### config.mk
export PLATFORM = sky130hd
export DESIGN_NAME = lzd_hier
export DESIGN_NICKNAME = d
export VERILOG_FILES = /design/src/rtl/lzd_hier_pkg.sv /design/src/rtl/lzd_grp_enc.sv /design/src/rtl/lzd_grp_sel.sv /design/src/rtl/lzd_out_stage.sv /design/src/rtl/lzd_hier.sv
export SDC_FILE = /design/constraint.sdc
export NUM_CORES = 1
export LEC_CHECK = 0
export BUFFER_PORTS_ARGS = -buffer_cell sky130_fd_sc_hd__buf_4
export CORE_AREA = 5 5 42 44
export DETAILED_ROUTE_END_ITERATION = 12
export DIE_AREA = 0 0 47 49
export GPL_TIMING_DRIVEN = 0
export SLEW_MARGIN = 5
export SYNTH_ARGS = -nofsm -noshare
export SYNTH_HDL_FRONTEND = slang
export SYNTH_SLANG_ARGS = --single-unit
export TNS_END_PERCENT = 30
### constraint.sdc
create_clock -name clk_i -period 1.25 [get_ports clk_i]
set_clock_uncertainty 0.1 [all_clocks]
set_input_delay 0 -clock clk_i [delete_from_list [all_inputs] [get_ports clk_i]]
set_output_delay 0 -clock clk_i [all_outputs]
set_load 0.01 [all_outputs]
### src/rtl/lzd_hier_pkg.sv
package lzd_hier_pkg;

   // True when v is a positive power of two.
   function automatic bit is_pow2(input int v);
      return (v > 0) && ((v & (v - 1)) == 0);
   endfunction

endpackage

### src/rtl/lzd_grp_enc.sv
// First level: a single group reports whether it holds a one bit and how
// many zeros precede its own leading one.
module lzd_grp_enc #(
   parameter int GROUP_W = 4,
   parameter int LW      = $clog2(GROUP_W)
) (
   input  logic [GROUP_W-1:0] bits_i,
   output logic               valid_o,
   output logic [LW-1:0]      lz_o
);

   always_comb begin
      logic found;
      found = 1'b0;
      lz_o  = '0;
      for (int k = GROUP_W - 1; k >= 0; k--) begin
         if (!found && bits_i[k]) begin
            lz_o  = LW'(GROUP_W - 1 - k);
            found = 1'b1;
         end
      end
   end

   assign valid_o = |bits_i;

endmodule

### src/rtl/lzd_grp_sel.sv
// Second level: a lookahead prefix over the group flags picks the most
// significant group that holds a one bit.
module lzd_grp_sel #(
   parameter int N_GROUPS = 4,
   parameter int LW       = 2,
   parameter int GW       = $clog2(N_GROUPS)
) (
   input  logic [N_GROUPS-1:0]    valid_i,
   input  logic [N_GROUPS*LW-1:0] lz_i,
   output logic [GW+LW-1:0]       cnt_o,
   output logic                   zero_o
);

   logic [N_GROUPS:0]   none_above;
   logic [N_GROUPS-1:0] pick;
   logic [GW-1:0]       grp_idx;
   logic [LW-1:0]       grp_loc;

   assign none_above[0] = 1'b1;

   for (genvar g = 0; g < N_GROUPS; g++) begin : g_prefix
      assign none_above[g+1] = none_above[g] & ~valid_i[g];
      assign pick[g]         = valid_i[g] & none_above[g];
   end

   // AND-OR mux: at most one pick bit is set, none for an all-zero word.
   always_comb begin
      grp_idx = '0;
      grp_loc = '0;
      for (int g = 0; g < N_GROUPS; g++) begin
         grp_idx = grp_idx | ({GW{pick[g]}} & GW'(g));
         grp_loc = grp_loc | ({LW{pick[g]}} & lz_i[g*LW +: LW]);
      end
   end

   assign cnt_o  = {grp_idx, grp_loc};
   assign zero_o = none_above[N_GROUPS];

endmodule

### src/rtl/lzd_out_stage.sv
// Optional output register, selected by REG_OUT.
module lzd_out_stage #(
   parameter int CW      = 4,
   parameter bit REG_OUT = 1'b1
) (
   input  logic          clk_i,
   input  logic          rst_ni,
   input  logic [CW-1:0] cnt_d,
   input  logic          zero_d,
   output logic [CW-1:0] cnt_q,
   output logic          zero_q
);

   if (REG_OUT) begin : g_reg
      always_ff @(posedge clk_i) begin
         if (!rst_ni) begin
            cnt_q  <= '0;
            zero_q <= 1'b0;
         end else begin
            cnt_q  <= cnt_d;
            zero_q <= zero_d;
         end
      end
   end else begin : g_comb
      assign cnt_q  = cnt_d;
      assign zero_q = zero_d;
   end

endmodule

### src/rtl/lzd_hier.sv
module lzd_hier #(
   parameter int DATA_W  = 16,
   parameter int GROUP_W = 4,
   parameter bit REG_OUT = 1'b1
) (
   input  logic                      clk_i,
   input  logic                      rst_ni,
   input  logic [DATA_W-1:0]         data_i,
   output logic [$clog2(DATA_W)-1:0] count_o,
   output logic                      zero_o
);

   localparam int N_GROUPS = DATA_W / GROUP_W;
   localparam int LW       = $clog2(GROUP_W);
   localparam int GW       = $clog2(N_GROUPS);
   localparam int CW       = $clog2(DATA_W);

   if (!lzd_hier_pkg::is_pow2(DATA_W) || !lzd_hier_pkg::is_pow2(GROUP_W)) begin : g_bad_pow2
      $error("lzd_hier: DATA_W and GROUP_W must be powers of two");
   end
   if (GROUP_W < 2 || N_GROUPS < 2) begin : g_bad_split
      $error("lzd_hier: need at least two groups of at least two bits");
   end

   logic [N_GROUPS-1:0]    grp_valid;
   logic [N_GROUPS*LW-1:0] grp_lz;
   logic [CW-1:0]          cnt_d;
   logic                   zero_d;

   // Group 0 holds the most significant bits.
   for (genvar g = 0; g < N_GROUPS; g++) begin : g_grp
      lzd_grp_enc #(
         .GROUP_W(GROUP_W),
         .LW     (LW)
      ) enc_i (
         .bits_i (data_i[DATA_W-1-g*GROUP_W -: GROUP_W]),
         .valid_o(grp_valid[g]),
         .lz_o   (grp_lz[g*LW +: LW])
      );
   end

   lzd_grp_sel #(
      .N_GROUPS(N_GROUPS),
      .LW      (LW),
      .GW      (GW)
   ) sel_i (
      .valid_i(grp_valid),
      .lz_i   (grp_lz),
      .cnt_o  (cnt_d),
      .zero_o (zero_d)
   );

   lzd_out_stage #(
      .CW     (CW),
      .REG_OUT(REG_OUT)
   ) out_i (
      .clk_i (clk_i),
      .rst_ni(rst_ni),
      .cnt_d (cnt_d),
      .zero_d(zero_d),
      .cnt_q (count_o),
      .zero_q(zero_o)
   );

endmodule

==> impl_metrics.json <==
{
  "worstHoldStart": "data_i[10]",
  "violations": "negative hold slack",
  "antenna_found_initial": 0,
  "cts-root-buf": "clkbuf_4",
  "synth.area.top_cells": "dfxtp_1 (33%), nor2_1 (10%), nor4_4 (7.1%)",
  "min_period_ns": 1.12,
  "synth_top_area_cell": "dfxtp_1",
  "pre_cts_slack_ns": 0.173,
  "start_util": 0.214,
  "drt_iter0_drc": 9,
  "cts_max_path_buffers": 2,
  "critical_path_arrival_ns": 1.19,
  "outcome": "finished, violations left",
  "postRouteAntennaNets": 0,
  "yosys_warnings": 0,
  "ys_types": 17,
  "async_flop_share": 0,
  "crit_chain": "dlygate4sd3_1 -> buf_4 -> o31ai_1 -> nand4_1 -> a21boi_1",
  "crit_fanout": 3,
  "min_path_cells": 3,
  "final_nets": 93,
  "drv_slew": 0,
  "netlist.area_leader.share": 0.333,
  "cp_top_family": "buffers and inverters",
  "required_ns": 1.32,
  "postSynthAreaPerCell_sq_um": 7.70,
  "num_vias": 412,
  "relSlewSlack": 0.789,
  "fmax_ghz": 0.892,
  "tightest_slew_ns": 0.314,
  "setup-tns-final_ns": 0,
  "rows": 14,
  "first_pass_iters": 4,
  "synthTopCellsByCount": "nor2_1 (8), dfxtp_1 (5), a21oi_1 (4), inv_1 (3), nand2_1 (3)",
  "grt_overflow": 0,
  "grt_use_total": 0.0922,
  "start_kind": "input port",
  "synthCells": 39,
  "hold_path.class": "in2reg",
  "cpMaxStageDelayCell": "dlygate4sd3_1",
  "num_io_pins": 23,
  "die_y_microns": 49,
  "critPathMaxStageDelay_ns": 0.53,
  "finalNonFillerCells": 90,
  "final_util": 0.429,
  "rsz0062_at_grt": "no",
  "p_leak_nw": 0.266,
  "fillers": 159,
  "worst-path-buf-inv": 2,
  "synth-edff-count": 0,
  "grt_max_degree": 5,
  "htreeDepth": 1,
  "final.period_utilization": 0.897,
  "peakVddDrop_v": 0.000249,
  "finalHoldViolCount": 2,
  "cts_buffers": 3,
  "ys_ff_latch": 5,
  "grt_pass1_wl_mm": 1.48,
  "timing.hold.ws_ns": -0.0352,
  "routabilityCongestion": 0.660,
  "numPlacedInstances": 77,
  "grt_pass1_vias": 403,
  "path_clk_slew_ns": 0.04,
  "synth_nets": 57,
  "wl_microns": 890,
  "seq_area_frac_synth": 0.333,
  "diodes": 0,
  "core-area_sq_um": 1400,
  "end_kind": "register",
  "finalSetupViolations": 0,
  "drive_above_1_share": 0.378,
  "cts_tree": "done",
  "wl_per_cell_microns": 9.89,
  "drv_cap": 0,
  "via_per_inst": 4.58,
  "crit_type": "in2reg",
  "fp.dieW_microns": 47,
  "holdPathEnd": "out_i.cnt_q[2]",
  "portBuffers": 22,
  "remaining_drc_errors": 0,
  "dp_hpwl_microns": 686,
  "yosysMostFrequentCell": "nor2_1",
  "area_growth_pct": 100,
  "die_area_sq_um": 2300,
  "synth_ff_type": "dfxtp_1",
  "setup_ws_ns": 0.129,
  "syn_area_sq_um": 300,
  "p_per_area_nw_per_um2": 774,
  "cts_sinks": 5
}
[sequential cells by signal (all words and copies together) (netlist names)]
signal	count
out_i.cnt_q	4
out_i.zero_q	1
[worst max-delay path by stage]
| stage | cells past startpoint | from | to |
|---|---|---|---|
| 4_1_cts | 5 | data_i[9] | out_i.cnt_q[1] |
| 6_report | 5 | data_i[3] | out_i.cnt_q[1] |
| 3_5_place_dp | 4 | data_i[9] | out_i.zero_q |
| 3_3_place_gp | 5 | data_i[13] | out_i.cnt_q[0] |
| 5_1_grt | 5 | data_i[3] | out_i.cnt_q[1] |
| 2_1_floorplan | 4 | data_i[13] | out_i.cnt_q[0] |
[per-stage QoR]
step / power, W / cell area [sq um]
after detailed placement: 0.000264 / 485
final: 0.000466 / 602
after global placement: 0.000263 / 485
after global routing: 0.000503 / 602
after CTS: 0.000474 / 612
after floorplan: 0.000198 / 300
[cells in the final DEF, fill, tap and decap left out]
| cell type | n |
|---|---|
| o21ai_0 | 1 |
| nand2_1 | 3 |
| clkbuf_1 | 1 |
| nor2b_1 | 2 |
| a21oi_1 | 4 |
| clkbuf_4 | 3 |
| nand3_1 | 2 |
| dlygate4sd3_1 | 9 |
| o21ai_2 | 1 |
| nor4_4 | 1 |
| buf_4 | 22 |
| a21boi_1 | 1 |
| dfxtp_1 | 5 |
| o32a_1 | 1 |
| nor2_1 | 8 |
| o31ai_1 | 2 |
| inv_1 | 3 |
| nor3_1 | 2 |
| nand4_1 | 1 |
| nor4_2 | 1 |
| o31a_1 | 1 |
[layer usage]
layer	up-vias	track usage	wire (microns)
li1	210	-	-
met1	177	0.0789	302
met2	20	0.154	474
met3	5	0.0221	70
met4	0	0.0968	42
met5	-	0	0
[what timing repair did]
action	in CTS	in global routing
endpoints found under the hold margin	4	0
buffers inserted	0	0
hold buffers	10	0
setup endpoints to repair	0	1
resized for setup	0	1
[final cells by class]
| class | count | area (sq um) | area share |
|---|---|---|---|
| repair buffers | 31 | 255 | 0.424 |
| multi-input cells | 31 | 189 | 0.314 |
| flip-flops and latches | 5 | 100 | 0.166 |
| clock buffers | 4 | 26.3 | 0.0437 |
| well taps | 16 | 20.0 | 0.0333 |
| inverters | 3 | 11.3 | 0.0187 |
[tightest hold or removal path: cells and delay by family]
kind,cells,cell delay (ns)
AOI/OAI and AO/OA,1,0.12
and+or+nand+nor,1,0.04
buffers and inverters,1,0.10
[report_power, final]
part / switching [W] / leakage [nW] / total [W] / internal [W]
clock: 0.0000629 / 0.0150 / 0.000183 / 0.000120
sequential: 0.000000853 / 0.0406 / 0.000165 / 0.000164
combinational: 0.0000457 / 0.211 / 0.000118 / 0.0000722
total: 0.000110 / 0.266 / 0.000466 / 0.000356
[cells by family (layout without fill, tap and decap cells)]
family | count (synthesis) | in the layout | share of synthesized area
AND/OR/NAND/NOR | 20 | 20 | 0.379
AO/OA/AOI/OAI | 11 | 11 | 0.250
flip-flops | 5 | 5 | 0.333
buffers and inverters | 3 | 38 | 0.0375
(Power assumes the default switching activity.)
